--- src/rtl/prp_pkg.sv ---
package prp_pkg;
    localparam int BYTE_W = 8;
    localparam int BUS_W  = 16;

    typedef enum logic [1:0] {
        ACC_IDLE  = 2'd0,
        ACC_HOLD  = 2'd1,
        ACC_VALID = 2'd2
    } acc_state_t;
endpackage

--- src/rtl/prp_payload_store.sv ---
module prp_payload_store
    import prp_pkg::*;
#(
    parameter int PKT_BITS = 272,
    parameter int PAY_BITS = 176,
    parameter int PTR_W    = 5
) (
    input  logic                clk,
    input  logic                rst_n,
    input  logic                load,
    input  logic [PKT_BITS-1:0] pkt_data,
    input  logic [PTR_W-1:0]    ptr,
    input  logic                wide,
    input  logic                active,
    output logic [BUS_W-1:0]    data_out
);
    localparam int PAY_BYTES = PAY_BITS / BYTE_W;
    localparam int SH_W      = PTR_W + 3;

    logic [PAY_BITS-1:0] payload;
    logic [PAY_BITS-1:0] shifted;
    logic [BYTE_W-1:0]   hi_byte;
    logic [BYTE_W-1:0]   lo_byte;

    always_ff @(posedge clk or negedge rst_n) begin
        if (!rst_n) begin
            payload <= '0;
        end else if (load) begin
            payload <= pkt_data[PKT_BITS-1 -: PAY_BITS];
        end
    end

    always_comb begin
        shifted = payload << SH_W'({ptr, 3'b000});
        hi_byte = shifted[PAY_BITS-1 -: BYTE_W];
        lo_byte = shifted[PAY_BITS-1-BYTE_W -: BYTE_W];
        if (!active) begin
            data_out = '0;
        end else if (wide) begin
            data_out = {hi_byte, lo_byte};
        end else begin
            data_out = {{(BUS_W-BYTE_W){1'b0}}, hi_byte};
        end
    end

    AST_ZERO_PAST_END: assert property (@(posedge clk) disable iff (!rst_n)
        (ptr >= PTR_W'(PAY_BYTES)) |-> (data_out == '0));
    AST_IDLE_BUS_ZERO: assert property (@(posedge clk) disable iff (!rst_n)
        !active |-> (data_out == '0));
endmodule

--- src/rtl/prp_read_ptr.sv ---
module prp_read_ptr #(
    parameter int PAY_BYTES = 22,
    parameter int PTR_W     = 5
) (
    input  logic             clk,
    input  logic             rst_n,
    input  logic             load,
    input  logic             advance,
    input  logic             wide,
    output logic [PTR_W-1:0] ptr,
    output logic             drained
);
    localparam logic [PTR_W:0]   LIMIT_X = (PTR_W+1)'(PAY_BYTES);
    localparam logic [PTR_W-1:0] LIMIT   = PTR_W'(PAY_BYTES);

    logic [PTR_W:0]   sum;
    logic [PTR_W-1:0] ptr_next;

    always_comb begin
        sum      = {1'b0, ptr} + (wide ? (PTR_W+1)'(2) : (PTR_W+1)'(1));
        ptr_next = (sum >= LIMIT_X) ? LIMIT : sum[PTR_W-1:0];
    end

    always_ff @(posedge clk or negedge rst_n) begin
        if (!rst_n) begin
            ptr     <= '0;
            drained <= 1'b1;
        end else if (load) begin
            ptr     <= '0;
            drained <= 1'b0;
        end else if (advance) begin
            ptr     <= ptr_next;
            drained <= drained | (ptr_next == LIMIT);
        end
    end

    AST_PTR_BOUND: assert property (@(posedge clk) disable iff (!rst_n)
        ptr <= LIMIT);
    AST_LOAD_REWIND: assert property (@(posedge clk) disable iff (!rst_n)
        load |=> (ptr == '0) && !drained);
    AST_STEP_SIZE: assert property (@(posedge clk) disable iff (!rst_n)
        (advance && !load && (ptr < LIMIT - PTR_W'(2))) |=>
            (ptr == $past(ptr) + ($past(wide) ? PTR_W'(2) : PTR_W'(1))));
    AST_HOLD_STILL: assert property (@(posedge clk) disable iff (!rst_n)
        (!advance && !load) |=> $stable(ptr));
    AST_DRAINED_STICKY: assert property (@(posedge clk) disable iff (!rst_n)
        (drained && !load) |=> drained);
endmodule

--- src/rtl/prp_access_fsm.sv ---
module prp_access_fsm
    import prp_pkg::*;
(
    input  logic       clk,
    input  logic       rst_n,
    input  logic       cs_n,
    input  logic       rd_n,
    input  logic [3:0] addr,
    input  logic       rdy_mode,
    output logic       active,
    output logic       advance,
    output logic       rdy
);
    acc_state_t state, state_nx;
    logic       selected;

    always_comb begin
        selected = !cs_n && (addr == 4'd0);
        active   = selected && !rd_n;
    end

    always_comb begin
        state_nx = state;
        unique case (state)
            ACC_IDLE:  if (active) state_nx = rdy_mode ? ACC_HOLD : ACC_VALID;
            ACC_HOLD:  state_nx = active ? ACC_VALID : ACC_IDLE;
            ACC_VALID: if (!active) state_nx = ACC_IDLE;
            default:   state_nx = ACC_IDLE;
        endcase
    end

    always_ff @(posedge clk or negedge rst_n) begin
        if (!rst_n) state <= ACC_IDLE;
        else        state <= state_nx;
    end

    always_comb begin
        rdy     = (state == ACC_VALID);
        advance = (state != ACC_IDLE) && selected && rd_n;
    end

    AST_WAIT_STATE: assert property (@(posedge clk) disable iff (!rst_n)
        (state == ACC_IDLE && active && rdy_mode) |=> !rdy);
    AST_FAST_READY: assert property (@(posedge clk) disable iff (!rst_n)
        (state == ACC_IDLE && active && !rdy_mode) |=> rdy);
    AST_READY_DROP: assert property (@(posedge clk) disable iff (!rst_n)
        !active |=> !rdy);
    AST_ADV_AFTER_READ: assert property (@(posedge clk) disable iff (!rst_n)
        advance |-> $past(active));
endmodule

--- src/rtl/payload_rd_port.sv ---
module payload_rd_port
    import prp_pkg::*;
#(
    parameter int PKT_BITS = 272,
    parameter int PAY_BITS = 176
) (
    input  logic                clk,
    input  logic                rst_n,
    input  logic                pkt_load,
    input  logic [PKT_BITS-1:0] pkt_data,
    input  logic                cs_n,
    input  logic                rd_n,
    input  logic [3:0]          addr,
    input  logic                wide_sel,
    input  logic                rdy_mode,
    output logic [BUS_W-1:0]    data_out,
    output logic                rdy,
    output logic                drained
);
    localparam int PAY_BYTES = PAY_BITS / BYTE_W;
    localparam int PTR_W     = $clog2(PAY_BYTES + 1);

    logic             active;
    logic             advance;
    logic [PTR_W-1:0] ptr;

    prp_access_fsm u_fsm (
        .clk      (clk),
        .rst_n    (rst_n),
        .cs_n     (cs_n),
        .rd_n     (rd_n),
        .addr     (addr),
        .rdy_mode (rdy_mode),
        .active   (active),
        .advance  (advance),
        .rdy      (rdy)
    );

    prp_read_ptr #(.PAY_BYTES(PAY_BYTES), .PTR_W(PTR_W)) u_ptr (
        .clk     (clk),
        .rst_n   (rst_n),
        .load    (pkt_load),
        .advance (advance),
        .wide    (wide_sel),
        .ptr     (ptr),
        .drained (drained)
    );

    prp_payload_store #(.PKT_BITS(PKT_BITS), .PAY_BITS(PAY_BITS), .PTR_W(PTR_W)) u_store (
        .clk      (clk),
        .rst_n    (rst_n),
        .load     (pkt_load),
        .pkt_data (pkt_data),
        .ptr      (ptr),
        .wide     (wide_sel),
        .active   (active),
        .data_out (data_out)
    );

    AST_RESET_DRAINED: assert property (@(posedge clk) disable iff (!rst_n)
        $rose(rst_n) |-> drained);
endmodule

--- config.mk ---
export PLATFORM = sky130hd
export DESIGN_NAME = payload_rd_port
export DESIGN_NICKNAME = d
export VERILOG_FILES = /design/src/rtl/prp_pkg.sv /design/src/rtl/prp_payload_store.sv /design/src/rtl/prp_read_ptr.sv /design/src/rtl/prp_access_fsm.sv /design/src/rtl/payload_rd_port.sv
export SDC_FILE = /design/constraint.sdc
export NUM_CORES = 1
export LEC_CHECK = 0
export BUFFER_PORTS_ARGS = -buffer_cell sky130_fd_sc_hd__buf_2
export CORE_MARGIN = 2
export CORE_UTILIZATION = 25
export DETAILED_ROUTE_END_ITERATION = 8
export GPL_TIMING_DRIVEN = 0
export PLACE_DENSITY = 0.46
export SYNTH_ARGS = -nofsm -noshare
export SYNTH_HDL_FRONTEND = slang
export SYNTH_SLANG_ARGS = --single-unit
--- constraint.sdc ---
create_clock -name clk -period 5.9 [get_ports clk]
set_clock_uncertainty 0.1 [all_clocks]
set_input_delay 0.59 -clock clk [delete_from_list [all_inputs] [get_ports clk]]
set_output_delay 0.59 -clock clk [all_outputs]
set_load 0.05 [all_outputs]
==> results.py <==
metrics = {
    "outcome": {
        "outcome": "complete, but fails checks",
        "failed_checks": "negative hold slack",
    },
    "sta": {
        "timing.max_slew.rel_slack_pct": 47.31,
        "grt_setup_unrepaired": "no",
        "setup_viol": 0,
        "finalWorstPathRequiredPeriod_ns": 4.403,
        "fin_setup_tns_ns": 0,
        "drv_slew": 0,
        "max_freq_mhz": 227.1,
        "timing.hold.ws_ns": -0.01183,
        "report.final.hold_viol_count": 2,
        "worst_slew_pin_slew_ns": 0.7903,
        "layout_worst_path_cycle_share_pct": 74.62,
    },
    "power_and_ir_drop": {
        "peakVddDrop_uv": 202.1,
        "net_sw_power_mw": 0.8944,
        "p_sw_share_pct": 28.70,
        "seq_power_share_pct": 48.4,
        "leakage_nw": 5.118,
        "powerDensity_nw_per_um2": 249.0,
        "power_report.internal_total_mw": 2.221,
        "power_frac_comb_pct": 13.7,
        "clock_group_share_of_total_power_pct": 38.0,
    },
    "logic_synthesis": {
        "unique_masters_post_synth": 63,
        "asyncSetResetFlopFracSynth_pct": 100.0,
        "synth_top_area_share_pct": 44.87,
        "synth_cells": 759,
        "post_synth.cell_area_avg_um2": 13.45,
        "post_synth_main_area_contributors": "sky130_fd_sc_hd__dfrtp_1 45%, sky130_fd_sc_hd__mux2_2 21%, sky130_fd_sc_hd__mux4_2 8.8%",
        "post_synth_edffs": 0,
        "fraction_of_the_yosys_area_taken_by_sequential_cells_pct": 45.13,
        "postSynthNetCount": 1045,
        "synth_top_flop_cell": "sky130_fd_sc_hd__dfrtp_1",
        "synth_top_area_cell": "sky130_fd_sc_hd__dfrtp_1",
        "syn-cell-area_um2": 10210,
        "yosysWarnings": 0,
        "synth.ff_latch_count": 184,
    },
    "clock_network": {
        "cts_sink_cnt": 184,
        "cts_hold_buf": 0,
        "tritoncts.num_buffers": 17,
        "ctsLongestPathBuffers": 2,
        "tritoncts": "yes",
        "cts.reportedPaths.clkPinSlew_ns": 0.08,
        "cts_htree_levels": 4,
        "worstSkewPairLatency_ns": 0.45,
        "postCtsSetupRepairBufs": 0,
        "cts_resized": 0,
        "clock-root-buffer": "sky130_fd_sc_hd__clkbuf_16",
    },
    "global_routing": {
        "grt_pass1_vias": 8070,
        "grt_start_max_net_pins": 109,
        "global_route.usage.total_pct": 19.85,
        "overflow": 0,
        "grt_first_pass_wirelength_um": 58290,
        "grt_antenna_before_repair": 2,
    },
    "die": {
        "number_of_primary_i_o_pins": 301,
        "starting_density_of_the_core_pct": 25.17,
        "rows": 74,
        "die_width_um": 206.1,
        "fp.coreArea_um2": 40550,
        "die-height_um": 206.1,
        "die_area_um2": 42460,
    },
    "cells_and_area": {
        "fillers": 4229,
        "register_area_um2": 4606,
        "finish.net_count": 1268,
        "post-route-cell-area_um2": 12510,
        "final_layout_size_suffix_gt1_share_pct": 51.06,
        "areaGrowthSynthToFinish_pct": 22.62,
        "multiInputGateArea_um2": 5186,
    },
    "drt": {
        "detail_route.wirelength_um": 41440,
        "drc": 0,
        "dr.pass1.iters": 5,
        "first_iter_violations": 541,
        "post_drt_wl_per_cell_um": 27.08,
        "ant_nets": 0,
        "viasPerCell": 5.050,
        "via_count": 7727,
    },
    "critical_path": {
        "critical_path.endpoint_type": "primary output",
        "critical_path.slowest_cell": "sky130_fd_sc_hd__dfrtp_1",
        "r2r_start": "u_ptr.ptr[0]",
        "critPathMaxFanout": 10,
        "r2r_setup_slack_ns": 3.31,
        "worst-r2r-cell-count": 7,
        "critical_path.reg2reg.endpoint": "u_ptr.drained",
        "crit_top_cell": "sky130_fd_sc_hd__buf_6",
        "arrival_ns": 3.71,
        "crit_path_start_kind": "register",
        "crit_path_max_incr_delay_ns": 0.66,
        "crit_path_cell_trace": "buf_6 -> buf_12 -> buf_6 -> nor2_1 -> nor4_1 -> a2111oi_0 -> a221oi_1 -> buf_2",
        "required_ns": 5.21,
        "setup_crit_path_kind": "register to primary output",
    },
    "worst_hold_path": {
        "hold_path_class": "input pin to asynchronous set/reset pin",
    },
    "job": {
        "maxCapViolations": 0,
    },
    "placement": {
        "gp_routability_congestion": 0.9221,
        "dp.final_hpwl_um": 32080,
        "placed_cell_area_um2": 11930,
        "port_buffers": 203,
    },
}
-- cells in the mapped netlist (all sizes together), types with 5 or more instances --
library cell / count
a2111oi: 5
a22oi: 5
nand2: 34
and3: 7
mux2: 187
clkbuf: 25
o32ai: 5
buf: 34
nor2b: 18
nand3: 7
mux2i: 50
o21ai: 11
mux4: 51
nor2: 23
nor3: 9
a211oi: 10
o31ai: 5
dfrtp: 183
o22ai: 6
a21oi: 15
a311oi: 5
-- flip-flops by register name, indices dropped and copies added (netlist names) --
register	flops
u_ptr.drained	1
u_store.payload	176
u_fsm.state	2
u_ptr.ptr	5
-- area by class of cell --
cell class | count | share of cell area [%]
Tap cell | 532 | 5.319
Sequential cell | 184 | 36.80
Antenna cell | 3 | 0.05999
Timing Repair Buffer | 204 | 8.418
Inverter | 6 | 0.1800
Clock inverter | 15 | 1.250
Buffer | 59 | 3.129
Clock buffer | 17 | 3.399
Multi-Input combinational cell | 510 | 41.44
-- critical path, delay by kind of cell (launching register included) --
kind,cells,cell delay [ns]
flip-flops,1,0.66
buffers and inverters,4,1.09
AND/OR/NAND/NOR,2,0.59
AO/OA/AOI/OAI,2,0.88
-- logic make-up after synthesis --
| kind of cell | synth area share (%) |
|---|---|
| muxes | 37.20 |
| DFF | 45.13 |
| and+or+nand+nor | 6.068 |
| AOI/OAI and AO/OA | 7.025 |
| buffers and inverters | 4.058 |
| adders and majority gates | 0.4413 |
| xor gates and xnor gates | 0.08583 |
-- per-layer routing --
layer	GRT usage [%]	wire [µm]	share of wire (%)
met3	3.705	2155	5.2
met5	0	0	0
met1	27.41	19250	46
met4	4.439	502	1.2
met2	32.31	19530	47
-- placed cells by master (no fill, tap or decap), types with 6 or more instances in the layout --
cell	synthesis	routed
sky130_fd_sc_hd__nor2b_1	18	18
sky130_fd_sc_hd__clkbuf_16	0	17
sky130_fd_sc_hd__mux2i_1	50	50
sky130_fd_sc_hd__mux4_1	11	11
sky130_fd_sc_hd__a211oi_1	10	10
sky130_fd_sc_hd__nand3_1	7	7
sky130_fd_sc_hd__mux2_2	187	187
sky130_fd_sc_hd__and3_1	7	7
sky130_fd_sc_hd__buf_4	12	12
sky130_fd_sc_hd__nand2_1	33	33
sky130_fd_sc_hd__o22ai_1	6	6
sky130_fd_sc_hd__a21oi_1	15	15
sky130_fd_sc_hd__o21ai_0	11	11
sky130_fd_sc_hd__buf_2	8	210
sky130_fd_sc_hd__clkbuf_1	24	24
sky130_fd_sc_hd__mux4_2	40	40
sky130_fd_sc_hd__nor3_1	9	9
sky130_fd_sc_hd__dfrtp_1	183	183
sky130_fd_sc_hd__buf_6	13	13
sky130_fd_sc_hd__nor2_1	23	23
-- worst max-delay path by stage --
stage,startpoint,end,slack (ns),depth (start not counted)
floorplan,u_ptr.ptr[1],data_out[7],2.43,7
global placement,rst_n,u_store.payload[36],0.87,1
detailed placement,u_ptr.ptr[1],data_out[7],2.05,8
CTS,u_ptr.ptr[1],data_out[7],1.52,8
global route,u_ptr.ptr[1],data_out[3],1.39,9
finish,u_ptr.ptr[0],data_out[3],1.50,8
-- through the flow --
step | instances | hold WS (ns) | power (mW) | utilization, % | worst slack, ns
2_1_floorplan | 759 | 0.1944 | 1.719 | - | 2.435
3_3_place_gp | 1494 | 0.3838 | 1.952 | 29.31 | 0.8719
3_5_place_dp | 1495 | 0.3922 | 1.962 | 29.41 | 2.049
4_1_cts | 1527 | 0.01361 | 3.157 | 30.84 | 1.519
5_1_grt | 1527 | 0.01193 | 3.248 | 30.84 | 1.389
6_report | 1530 | -0.01183 | 3.116 | 30.86 | 1.497
-- power by group through the flow --
stage	logic (mW)	clock network (mW)	registers, mW
floorplan	0.259	0	1.46
global placement	0.423	0	1.53
detailed placement	0.429	0	1.53
CTS	0.431	1.22	1.51
global route	0.460	1.27	1.52
finish	0.425	1.18	1.51
No activity file was read; power rests on OpenSTA's default activity.
